<file path="config.mk">
export PLATFORM = sky130hd
export DESIGN_NAME = ltrack_freq_req
export DESIGN_NICKNAME = d
export VERILOG_FILES = /design/src/rtl/ltrack_pkg.sv /design/src/rtl/ltrack_sampler.sv /design/src/rtl/ltrack_ema.sv /design/src/rtl/ltrack_decide.sv /design/src/rtl/ltrack_freq_req.sv
export SDC_FILE = /design/constraint.sdc
export NUM_CORES = 1
export LEC_CHECK = 0
export BUFFER_PORTS_ARGS = -buffer_cell sky130_fd_sc_hd__buf_2
export CORE_MARGIN = 2
export CORE_UTILIZATION = 45
export DETAILED_ROUTE_END_ITERATION = 12
export GPL_TIMING_DRIVEN = 0
export HOLD_SLACK_MARGIN = 0.05
export SLEW_MARGIN = 30
export SYNTH_ARGS = -nofsm -noshare
export SYNTH_HDL_FRONTEND = slang
export SYNTH_SLANG_ARGS = --single-unit
export TNS_END_PERCENT = 10
</file>
<file path="constraint.sdc">
create_clock -name clk -period 9.9 [get_ports clk]
set_input_delay 2.97 -clock clk [delete_from_list [all_inputs] [get_ports clk]]
set_output_delay 2.97 -clock clk [all_outputs]
set_load 0.1 [all_outputs]
</file>
<file path="src/rtl/ltrack_pkg.sv">
package ltrack_pkg;
  typedef enum logic [1:0] {
    REQ_NONE  = 2'd0,
    REQ_UP    = 2'd1,
    REQ_DOWN  = 2'd2,
    REQ_PANIC = 2'd3
  } req_code_e;

  localparam int ADDR_CTRL = 0;
  localparam int ADDR_THR  = 1;
  localparam int ADDR_CNT  = 2;
  localparam int ADDR_PACE = 3;
  localparam int ADDR_WGT0 = 4;

  localparam int FLD_STRIDE = 8;

  localparam int RST_UP_THR  = 30;
  localparam int RST_DN_THR  = 18;
  localparam int RST_PAN_THR = 63;
  localparam int RST_COUNT   = 51;
  localparam int RST_DIV     = 3;
  localparam int RST_SHIFT   = 5;
endpackage

</file>
<file path="src/rtl/ltrack_sampler.sv">
module ltrack_sampler #(
  parameter int NGP         = 16,
  parameter int WW          = 4,
  parameter int LW          = 8,
  parameter int DW          = 8,
  parameter int BUSY_WEIGHT = 48
) (
  input  logic                    clk,
  input  logic                    rst_n,
  input  logic                    run,
  input  logic [DW-1:0]           div_val,
  input  logic                    busy,
  input  logic [NGP-1:0]          gp,
  input  logic [NGP-1:0][WW-1:0]  wt,
  output logic [LW-1:0]           smp,
  output logic                    smp_vld
);
  localparam int GPW  = WW + $clog2(NGP);
  localparam int SUMW = ((LW > GPW) ? LW : GPW) + 1;
  localparam logic [SUMW-1:0] SAT = SUMW'((1 << LW) - 1);

  logic [DW-1:0]    div_cnt;
  logic             tick;
  logic [SUMW-1:0]  contrib [NGP];
  logic [SUMW-1:0]  sum;
  logic [LW-1:0]    load;

  assign tick = run && (div_cnt == div_val);

  always_ff @(posedge clk or negedge rst_n) begin
    if (!rst_n)         div_cnt <= '0;
    else if (!run)      div_cnt <= '0;
    else if (tick)      div_cnt <= '0;
    else                div_cnt <= div_cnt + DW'(1);
  end

  for (genvar i = 0; i < NGP; i++) begin : g_gate
    assign contrib[i] = gp[i] ? SUMW'(wt[i]) : '0;
  end

  always_comb begin
    sum = busy ? SUMW'(BUSY_WEIGHT) : '0;
    for (int i = 0; i < NGP; i++) sum = sum + contrib[i];
    load = (sum > SAT) ? LW'(SAT) : sum[LW-1:0];
  end

  always_ff @(posedge clk or negedge rst_n) begin
    if (!rst_n) begin
      smp     <= '0;
      smp_vld <= 1'b0;
    end else if (!run) begin
      smp     <= '0;
      smp_vld <= 1'b0;
    end else begin
      smp_vld <= tick;
      if (tick) smp <= load;
    end
  end
endmodule

</file>
<file path="src/rtl/ltrack_ema.sv">
module ltrack_ema #(
  parameter int LW = 8,
  parameter int FW = 8,
  parameter int KW = 3
) (
  input  logic          clk,
  input  logic          rst_n,
  input  logic          run,
  input  logic [LW-1:0] smp,
  input  logic          smp_vld,
  input  logic [KW-1:0] shift,
  output logic [LW-1:0] avg,
  output logic          avg_vld
);
  localparam int AW = LW + FW;

  logic [AW-1:0]        acc;
  logic signed [AW:0]   diff;
  logic signed [AW:0]   step;

  always_comb begin
    diff = $signed({1'b0, smp, {FW{1'b0}}}) - $signed({1'b0, acc});
    step = diff >>> shift;
  end

  always_ff @(posedge clk or negedge rst_n) begin
    if (!rst_n) begin
      acc     <= '0;
      avg_vld <= 1'b0;
    end else if (!run) begin
      acc     <= '0;
      avg_vld <= 1'b0;
    end else begin
      avg_vld <= smp_vld;
      if (smp_vld) acc <= acc + step[AW-1:0];
    end
  end

  assign avg = acc[AW-1:FW];
endmodule

</file>
<file path="src/rtl/ltrack_decide.sv">
module ltrack_decide
  import ltrack_pkg::*;
#(
  parameter int LW = 8,
  parameter int CW = 8
) (
  input  logic          clk,
  input  logic          rst_n,
  input  logic          run,
  input  logic          mask,
  input  logic          turbo,
  input  logic [LW-1:0] avg,
  input  logic          avg_vld,
  input  logic [LW-1:0] up_thr,
  input  logic [LW-1:0] dn_thr,
  input  logic [LW-1:0] pan_thr,
  input  logic [CW-1:0] up_need,
  input  logic [CW-1:0] dn_need,
  input  logic          ack,
  output logic [1:0]    code,
  output logic          irq
);
  req_code_e     code_q;
  logic [CW-1:0] up_cnt, dn_cnt, up_nx, dn_nx, up_eff, dn_eff;
  logic          above, below, panic, up_hit, dn_hit, pending;

  always_comb begin
    above  = avg > up_thr;
    below  = avg < dn_thr;
    panic  = avg > pan_thr;
    up_nx  = (up_cnt == '1) ? up_cnt : up_cnt + CW'(1);
    dn_nx  = (dn_cnt == '1) ? dn_cnt : dn_cnt + CW'(1);
    up_eff = (up_need == '0) ? CW'(1) : up_need;
    dn_eff = (dn_need == '0) ? CW'(1) : dn_need;
    up_hit = up_nx >= up_eff;
    dn_hit = dn_nx >= dn_eff;
    pending = code_q != REQ_NONE;
  end

  always_ff @(posedge clk or negedge rst_n) begin
    if (!rst_n) begin
      code_q <= REQ_NONE;
      irq    <= 1'b0;
      up_cnt <= '0;
      dn_cnt <= '0;
    end else if (!run) begin
      code_q <= REQ_NONE;
      irq    <= 1'b0;
      up_cnt <= '0;
      dn_cnt <= '0;
    end else if (pending) begin
      if (ack) begin
        code_q <= REQ_NONE;
        irq    <= 1'b0;
      end
    end else if (avg_vld && !mask) begin
      if (panic && !turbo) begin
        code_q <= REQ_PANIC;
        irq    <= 1'b1;
        up_cnt <= '0;
        dn_cnt <= '0;
      end else if (above) begin
        dn_cnt <= '0;
        if (up_hit && !turbo) begin
          code_q <= REQ_UP;
          irq    <= 1'b1;
          up_cnt <= '0;
        end else begin
          up_cnt <= up_nx;
        end
      end else if (below) begin
        up_cnt <= '0;
        if (dn_hit && turbo) begin
          code_q <= REQ_DOWN;
          irq    <= 1'b1;
          dn_cnt <= '0;
        end else begin
          dn_cnt <= dn_nx;
        end
      end else begin
        up_cnt <= '0;
        dn_cnt <= '0;
      end
    end
  end

  assign code = code_q;
endmodule

</file>
<file path="src/rtl/ltrack_freq_req.sv">
module ltrack_freq_req
  import ltrack_pkg::*;
#(
  parameter int NGP         = 16,
  parameter int WW          = 4,
  parameter int LW          = 8,
  parameter int CW          = 8,
  parameter int DW          = 8,
  parameter int KW          = 3,
  parameter int FW          = 8,
  parameter int AW          = 4,
  parameter int DATA_W      = 32,
  parameter int BUSY_WEIGHT = 48
) (
  input  logic              clk,
  input  logic              rst_n,
  input  logic              cfg_we,
  input  logic [AW-1:0]     cfg_addr,
  input  logic [DATA_W-1:0] cfg_wdata,
  input  logic              cpu_busy,
  input  logic [NGP-1:0]    gp_act,
  input  logic              upd_done,
  output logic [1:0]        req_code,
  output logic              req_irq
);
  localparam int WPW = DATA_W / WW;
  localparam int NWW = (NGP + WPW - 1) / WPW;

  logic                   ctrl_en, ctrl_mask, ctrl_lvl;
  logic [LW-1:0]          up_thr, dn_thr, pan_thr;
  logic [CW-1:0]          up_need, dn_need;
  logic [DW-1:0]          div_val;
  logic [KW-1:0]          ema_shift;
  logic [NGP-1:0][WW-1:0] gp_wt;

  always_ff @(posedge clk or negedge rst_n) begin
    if (!rst_n) begin
      ctrl_en   <= 1'b0;
      ctrl_mask <= 1'b0;
      ctrl_lvl  <= 1'b0;
      up_thr    <= LW'(RST_UP_THR);
      dn_thr    <= LW'(RST_DN_THR);
      pan_thr   <= LW'(RST_PAN_THR);
      up_need   <= CW'(RST_COUNT);
      dn_need   <= CW'(RST_COUNT);
      div_val   <= DW'(RST_DIV);
      ema_shift <= KW'(RST_SHIFT);
      gp_wt     <= '0;
    end else if (cfg_we) begin
      case (cfg_addr)
        AW'(ADDR_CTRL): begin
          ctrl_en   <= cfg_wdata[0];
          ctrl_mask <= cfg_wdata[1];
          ctrl_lvl  <= cfg_wdata[2];
        end
        AW'(ADDR_THR): begin
          up_thr  <= cfg_wdata[0 +: LW];
          dn_thr  <= cfg_wdata[FLD_STRIDE +: LW];
          pan_thr <= cfg_wdata[2*FLD_STRIDE +: LW];
        end
        AW'(ADDR_CNT): begin
          up_need <= cfg_wdata[0 +: CW];
          dn_need <= cfg_wdata[FLD_STRIDE +: CW];
        end
        AW'(ADDR_PACE): begin
          div_val   <= cfg_wdata[0 +: DW];
          ema_shift <= cfg_wdata[FLD_STRIDE +: KW];
        end
        default: ;
      endcase
      for (int w = 0; w < NWW; w++) begin
        if (cfg_addr == AW'(ADDR_WGT0 + w)) begin
          for (int j = 0; j < WPW; j++) begin
            if (w * WPW + j < NGP) gp_wt[w*WPW+j] <= cfg_wdata[j*WW +: WW];
          end
        end
      end
    end
  end

  logic [LW-1:0] smp, avg;
  logic          smp_vld, avg_vld;

  ltrack_sampler #(
    .NGP(NGP), .WW(WW), .LW(LW), .DW(DW), .BUSY_WEIGHT(BUSY_WEIGHT)
  ) u_sampler (
    .clk(clk), .rst_n(rst_n), .run(ctrl_en), .div_val(div_val),
    .busy(cpu_busy), .gp(gp_act), .wt(gp_wt), .smp(smp), .smp_vld(smp_vld)
  );

  ltrack_ema #(.LW(LW), .FW(FW), .KW(KW)) u_ema (
    .clk(clk), .rst_n(rst_n), .run(ctrl_en), .smp(smp), .smp_vld(smp_vld),
    .shift(ema_shift), .avg(avg), .avg_vld(avg_vld)
  );

  ltrack_decide #(.LW(LW), .CW(CW)) u_decide (
    .clk(clk), .rst_n(rst_n), .run(ctrl_en), .mask(ctrl_mask), .turbo(ctrl_lvl),
    .avg(avg), .avg_vld(avg_vld), .up_thr(up_thr), .dn_thr(dn_thr),
    .pan_thr(pan_thr), .up_need(up_need), .dn_need(dn_need),
    .ack(upd_done), .code(req_code), .irq(req_irq)
  );
endmodule

</file>
======== Word level (Yosys, flattened, before mapping) ========
Index checks and enable logic that the tools add are counted.
operators by class
  add/sub/neg operators ................... 21
  magnitude comparators ................... 6
  equal/unequal tests ..................... 17
  shift-type cells ........................ 1
  muxes and demuxes ....................... 61
  reduce and logical (&&, ||, !) cells .... 19
operators with widths
  operator                                                                          count
  8-bit 2-to-1 mux                                                                  22
  9-bit adder                                                                       16
  4-bit 2-to-1 mux                                                                  16
  16-bit 2-to-1 mux                                                                 2
  8-bit by 1-bit adder with 8-bit output (second input constant)                    3
  2-bit 2-to-1 mux                                                                  9
  17-bit by 3-bit >>> shifter with 16-bit output                                    1
  16-bit by 16-bit subtractor with 17-bit output                                    1
  16-bit adder                                                                      1
  8-bit == test (second input constant)                                             2
  8-bit >= comparator                                                               2
  8-bit greater-than comparator                                                     2
  8-bit zero test                                                                   2
  2-bit AND reduction                                                               7
  1-bit 2-to-1 mux                                                                  11
  5-bit by 1-bit != test with 1-bit output (second input constant)                  2
  9-bit by 8-bit greater-than comparator with 1-bit output (second input constant)  1
  4-bit by 2-bit == test with 1-bit output (second input constant)                  2
  4-bit by 3-bit == test with 1-bit output (second input constant)                  2
  8-bit == test                                                                     1
  8-bit < comparator                                                                1
  6-bit 2-to-1 mux                                                                  1
  2-bit by 1-bit != test with 1-bit output (second input constant)                  3
  1-bit logical AND                                                                 5
  other kinds (9)                                                                   10
word-level totals
  register bits ........................... 171
  input bits .............................. 57
  logic and storage cells ................. 160

======== Depth between registers and ports, before layout ========
  depth in word-level cells ............... 21
  gate-level depth with buffers ........... 23

======== Hierarchy ========
From an unflattened synthesis, not the netlist that was laid out.
second synthesis, totals
  cells, all modules ...................... 1157
  area total of the unflattened synthesis .. 12314.3 um^2
modules (own cells, without submodules)
  module           times used  cells each  area each (um^2)
  ltrack_freq_req  1           257         4573.1
  ltrack_sampler   1           293         2827.7
  ltrack_ema       1           342         2722.6
  ltrack_decide    1           265         2190.9

======== Worst setup path before layout ========
Ideal clock, no wire load.
  path kind ............................... input to register
  from .................................... input gp_act[6]
  to ...................................... register u_sampler.smp[3]
  library setup time ...................... 0.078 ns
  arrival time ............................ 7.798 ns
  required time ........................... 9.822 ns
  slack ................................... 2.024 ns
  stages .................................. 21
  buffers on the path ..................... 0
  path through ............................ and2_1 fa_1 inv_1 fa_1 fa_1 inv_1 fa_1 fa_1 inv_1 fa_1 inv_1 ha_1 inv_1 fa_1 inv_1 a21oi_1 o21bai_1 a21oi_1 o21ai_0 inv_1 a21oi_1
on the way
  cells in the longest elaborated chain, start to end .. 15
ends and longest elaborated chain
  what                                                      RTL line               text
  from (decl)                                               ltrack_freq_req.sv:21  input logic [NGP-1:0] gp_act,
  4-bit 2-to-1 mux (*)                                      ltrack_sampler.sv:38   assign contrib[i] = gp[i] ? SUMW'(wt[i]) : '0;
  9-bit adder (*) (10 in a row)                             ltrack_sampler.sv:43   for (int i = 0; i < NGP; i++) sum = sum + contrib[i];
  9-bit by 8-bit greater-than comparator with 1-bit output  ltrack_sampler.sv:44   load = (sum > SAT) ? LW'(SAT) : sum[LW-1:0];
  8-bit 2-to-1 mux (*)                                      ltrack_sampler.sv:44
  8-bit 2-to-1 mux (*)                                      ltrack_sampler.sv:56   if (tick) smp <= load;
  8-bit 2-to-1 mux (*)                                      ltrack_sampler.sv:51   end else if (!run) begin
  to (signal assigned)                                      ltrack_sampler.sv:56
  to (decl)                                                 ltrack_sampler.sv:15   output logic [LW-1:0] smp,
Every way passes the cells marked *; elsewhere a longest branch is shown, timed or not. The select of a mux whose other input is x is not followed.
A chain may end at the register's enable or synchronous reset.

======== Worst setup path in the final report ========
  from .................................... input gp_act[12]
  to ...................................... register u_sampler.smp[3]
on the way
  cells in the longest elaborated chain, start to end .. 9
ends and longest elaborated chain
  what                                                      RTL line
  4-bit 2-to-1 mux (*)                                      ltrack_sampler.sv:38
  9-bit adder (*) (4 in a row)                              ltrack_sampler.sv:43
  9-bit by 8-bit greater-than comparator with 1-bit output  ltrack_sampler.sv:44
  8-bit 2-to-1 mux (*)                                      ltrack_sampler.sv:44
  8-bit 2-to-1 mux (*)                                      ltrack_sampler.sv:56
  8-bit 2-to-1 mux (*)                                      ltrack_sampler.sv:51
Marked as above.

==> results <==
- The flow ran to the end, and the final reports show no timing, DRC or antenna violations.
- The violation count after the first detailed-routing iteration is 473.
- The async set or reset register ratio after synthesis is 1.00.
- The worst reg2reg path startpoint is gp_wt[26]$_DFFE_PN0P_.
- The global-route usage over all layers is 0.217.
- After synthesis, the largest family of logic cells by area is adder cells.
- In this run the worst path has a maximum fanout of 5.
- Summed over all failing endpoints, the final setup total negative slack is 0 ns.
- The floorplan step defined a core boundary enclosing 25800 um^2.
- The sink count of the clock tree is 171.
- The synthesized-area fraction occupied by and/or/nand/nor cells is 0.120.
- The floorplan has 59 rows.
- The number of antenna violations at the first check in global routing is 0.
- The most common cell after layout, fill and taps aside is sky130_fd_sc_hd__dfrtp_1.
- The count of final max-slew check failures is 0.
- The number of flip-flops and latches in the synthesized netlist is 171.
- The portion of synthesized area spent on multiplexers is 0.132.
- The number of cells produced by synthesis is 1144.
- The final setup skew is 0.0148 ns.
- The clock reaches the later pin of the worst-skew pair after 0.43 ns.
- 60 I/O pins were placed.
- The fmax is 0.122 GHz.
- The class of the tightest hold or removal check is reg2reg.
- The largest net degree at the start of global routing is 76.
- The CTS root buffer is sky130_fd_sc_hd__clkbuf_16.
- For this configuration, the core starts out at a cell density of 0.454.
- Clock-pin slew was measured on the worst setup and hold paths at 0.07 ns.
- The first global-routing pass estimated 45000 um of wire.
- Setup violations remaining at the end of the flow were counted as 0.
- The number of buffers inserted during clock tree synthesis is 17.
- The number of hold violations in the final report was 0.
- The post-synthesis compound-gate area fraction was 0.114.
- Detailed placement finished with a half-perimeter wire length of 21900 um.
- The worst setup path is launched from an input port.
- Summed over all layers, the routed wires come to 28100 um.
- The count of maximum capacitance violations is 0.
- The residual overflow from global routing is 0.
- For this run, the detailed router's first-pass iteration total came to 6.
- The fraction of layout cells with a size suffix above 1 is 0.200.
- The number of buffers on the longest clock path is 2.
- Of the synthesized area, sequential elements account for 0.367.
- The floorplan step defined a die boundary enclosing 27400 um^2.
- At the end of routability-driven placement, the weighted congestion stood at 0.835.
- The detail route stage leaves a number of antenna-violating nets equal to 0.
- The slowest cell on the critical path is sky130_fd_sc_hd__fa_1.
- The number of different library cells in the post-synthesis netlist is 62.
- The H-tree was split into 4 levels.
- The x dimension of the die is 166 um.
- Setup repair after global routing left no endpoint under its margin.
- Of the total synthesized cell area, the portion taken by full adders, half adders and majority gates is 0.185.
- The Yosys step of the flow raised 0 warnings.
- Traced cell by cell, the critical path runs through buf_2, nand2_1, fa_1, inv_1, fa_1, fa_1, fa_1, fa_1, inv_1, fa_1, inv_1, ha_1, inv_1, fa_1, inv_1, a21oi_1, o21bai_1, a21oi_1, o21ai_0, inv_1, a21oi_1.
- Summing over every cut layer, the via total after detailed routing is 8425.
- The final period demand of the worst path is 8.17 ns.
- The synthesized netlist occupies a cell area of 11700 um^2.
- The predominant post-synthesis flop cell is sky130_fd_sc_hd__dfrtp_1.
- The average wire length per cell after detail routing is 17.9 um.
- The critical path endpoint is u_sampler.smp[3]$_DFFE_PN0P_.
- The number of buffers and inverters on the critical path is 7.
- The depth of the worst hold-timing path is 1.
- The post-synthesis average cell area is 10.3 um^2.
- For the worst setup path, the data required time is 10.25 ns.
- Tracing the worst setup path back leads to its startpoint at gp_act[12].
- Input and output buffers added on the ports amount to 59.
- Counting flops with a built-in enable in the synthesized netlist gives 0.
- Counting cells, the worst reg-to-reg path comes to 21.
- Of the total synthesized cell area, the portion taken by XOR and XNOR cells is 0.0284.
- After detailed routing, the number of vias per cell comes to 5.36.
- The count of cells resized by post-cts repair is 0.
- Compared with the post-synthesis result, the final layout area differs by 11.8%.
- The net count reported at finish is 1422.
- At the worst endpoint, the arrival time is 8.51 ns.
- The kind of cell adding the most delay to the critical path is adder cells.
- The nature of the critical path endpoint is a register.
- The static power due to leakage is 0.00620 uW.
- The power per unit of standard cell area is 279 nW/um^2.
- The total power is 3660 uW.
- The max-slew headroom at the worst pin is 0.385.
- IR analysis of the VDD net gives a maximum drop of 329 uV.
- The library cells used most frequently in the layout, excluding fill and tap cells, are 147 x sky130_fd_sc_hd__dfrtp_1, 130 x sky130_fd_sc_hd__inv_1, 111 x sky130_fd_sc_hd__mux2_2, 94 x sky130_fd_sc_hd__nand2_1, 86 x sky130_fd_sc_hd__ha_1.
- The internal reg-to-reg setup slack is 3.97 ns.
- The portion of the clock cycle consumed by the worst path in the final layout is 0.825.
- At the pin with the least slew margin, the transition time is 0.919 ns.
- The number of global-route vias before repair is 8149.
- The maximum single-stage delay on the critical path is 0.56 ns.
- 0 antenna diodes ended up in the layout.
- The post-route DRC violation count is 0.
- By instance count, the cell type seen most on the critical path is sky130_fd_sc_hd__fa_1.
- The chip height is 166 um.
- The number of cells on the critical path is 21.
- The critical register-to-register path endpoint is u_sampler.smp[3]$_DFFE_PN0P_.
- The clock tree from TritonCTS is built.
- Synthesis produced a netlist with a net count of 1342.
- In this run the post-CTS setup repair buffer count came out at 0.
- The hold buffer count at cts is 0.
- The type of the worst setup path is in2reg.
-- worst register-to-register path: stages (launching register included) --
cell	delay (ns)
sky130_fd_sc_hd__dfrtp_1	0.38
sky130_fd_sc_hd__and2_1	0.17
sky130_fd_sc_hd__fa_1	0.53
sky130_fd_sc_hd__inv_1	0.06
sky130_fd_sc_hd__fa_1	0.49
sky130_fd_sc_hd__fa_1	0.51
sky130_fd_sc_hd__inv_1	0.05
sky130_fd_sc_hd__fa_1	0.48
sky130_fd_sc_hd__fa_1	0.55
sky130_fd_sc_hd__inv_1	0.06
sky130_fd_sc_hd__fa_1	0.46
sky130_fd_sc_hd__inv_1	0.07
sky130_fd_sc_hd__ha_1	0.18
sky130_fd_sc_hd__inv_1	0.07
sky130_fd_sc_hd__fa_1	0.39
sky130_fd_sc_hd__inv_1	0.07
sky130_fd_sc_hd__a21oi_1	0.06
sky130_fd_sc_hd__o21bai_1	0.21
sky130_fd_sc_hd__a21oi_1	0.09
sky130_fd_sc_hd__o21ai_0	0.53
sky130_fd_sc_hd__inv_1	0.22
sky130_fd_sc_hd__a21oi_1	0.21
-- per-layer routing --
metal	up-vias	routed length, um	GRT usage
met4	0	534	0.0603
met5	-	0	0
met3	29	704	0.0280
met2	132	13500	0.360
met1	4149	13400	0.300
li1	4115	-	-
-- per-stage QoR --
step	std cells	cell area, um^2	hold WS, ns	utilization	setup WS [ns]
6_report	1572	13100	0.504	0.508	1.73
4_1_cts	1572	13100	0.504	0.508	1.73
3_3_place_gp	1538	12500	0.480	0.482	1.38
2_1_floorplan	1144	11700	0.471	-	2.02
3_5_place_dp	1540	12500	0.489	0.485	1.32
5_1_grt	1572	13100	0.517	0.508	1.51
-- report_power, final --
part	switching (uW)	leakage (uW)	total (uW)	internal (uW)
Sequential	72.8	0.00214	910	837
Clock	328	0.000285	673	345
Combinational	1150	0.00378	2070	927
Total	1550	0.00620	3660	2110
-- kinds of logic (layout without fill, tap and decap cells) --
group	Yosys count	count (layout)
buffers and inverters	165	258
and+or+nand+nor	287	287
xor gates and xnor gates	38	38
DFF	171	171
muxes	137	137
adders and majority gates	141	141
AOI/OAI and AO/OA	205	205
-- worst min-delay path by stage --
stage / from / end / slack, ns
after floorplan: gp_wt[61]$_DFFE_PN0P_ / gp_wt[61]$_DFFE_PN0P_ / 0.47
after global placement: gp_wt[23]$_DFFE_PN0P_ / gp_wt[23]$_DFFE_PN0P_ / 0.48
after CTS: gp_wt[12]$_DFFE_PN0P_ / gp_wt[12]$_DFFE_PN0P_ / 0.50
after detailed placement: gp_wt[22]$_DFFE_PN0P_ / gp_wt[22]$_DFFE_PN0P_ / 0.49
after global routing: gp_wt[27]$_DFFE_PN0P_ / gp_wt[27]$_DFFE_PN0P_ / 0.52
final: gp_wt[12]$_DFFE_PN0P_ / gp_wt[12]$_DFFE_PN0P_ / 0.50
-- final cells by class --
cell class | count | area [um^2]
plain buffers | 32 | 120
clock buffers | 18 | 439
clock inverters | 14 | 153
fillers | 2421 | 12700
inverters | 133 | 499
multi-input cells | 808 | 6820
flip-flops and latches | 171 | 4310
well taps | 335 | 419
repair buffers | 61 | 360
-- synth_stat cells, drive strengths merged (22+ instances only) --
cell	n	area, um^2
a21oi	48	244
and2	27	169
clkbuf	26	97.6
dfrtp	147	3680
dfstp	24	631
fa	55	1100
ha	86	1080
inv	130	488
mux2	112	1260
mux2i	22	220
nand2	94	353
nand3	23	115
nor2	56	210
nor3	22	110
o21ai	50	250
xnor2	30	263
-- state kept, by name (all words and copies together) (netlist names), 2 cells and up --
| register | count |
|---|---|
| dn_need | 8 |
| up_thr | 8 |
| u_ema.acc | 16 |
| u_decide.up_cnt | 8 |
| u_sampler.smp | 8 |
| dn_thr | 8 |
| pan_thr | 8 |
| div_val | 8 |
| u_decide.dn_cnt | 8 |
| up_need | 8 |
| gp_wt | 64 |
| u_sampler.div_cnt | 8 |
| ema_shift | 3 |
| u_decide.code | 2 |
No activity file was read; power rests on OpenSTA's default activity.
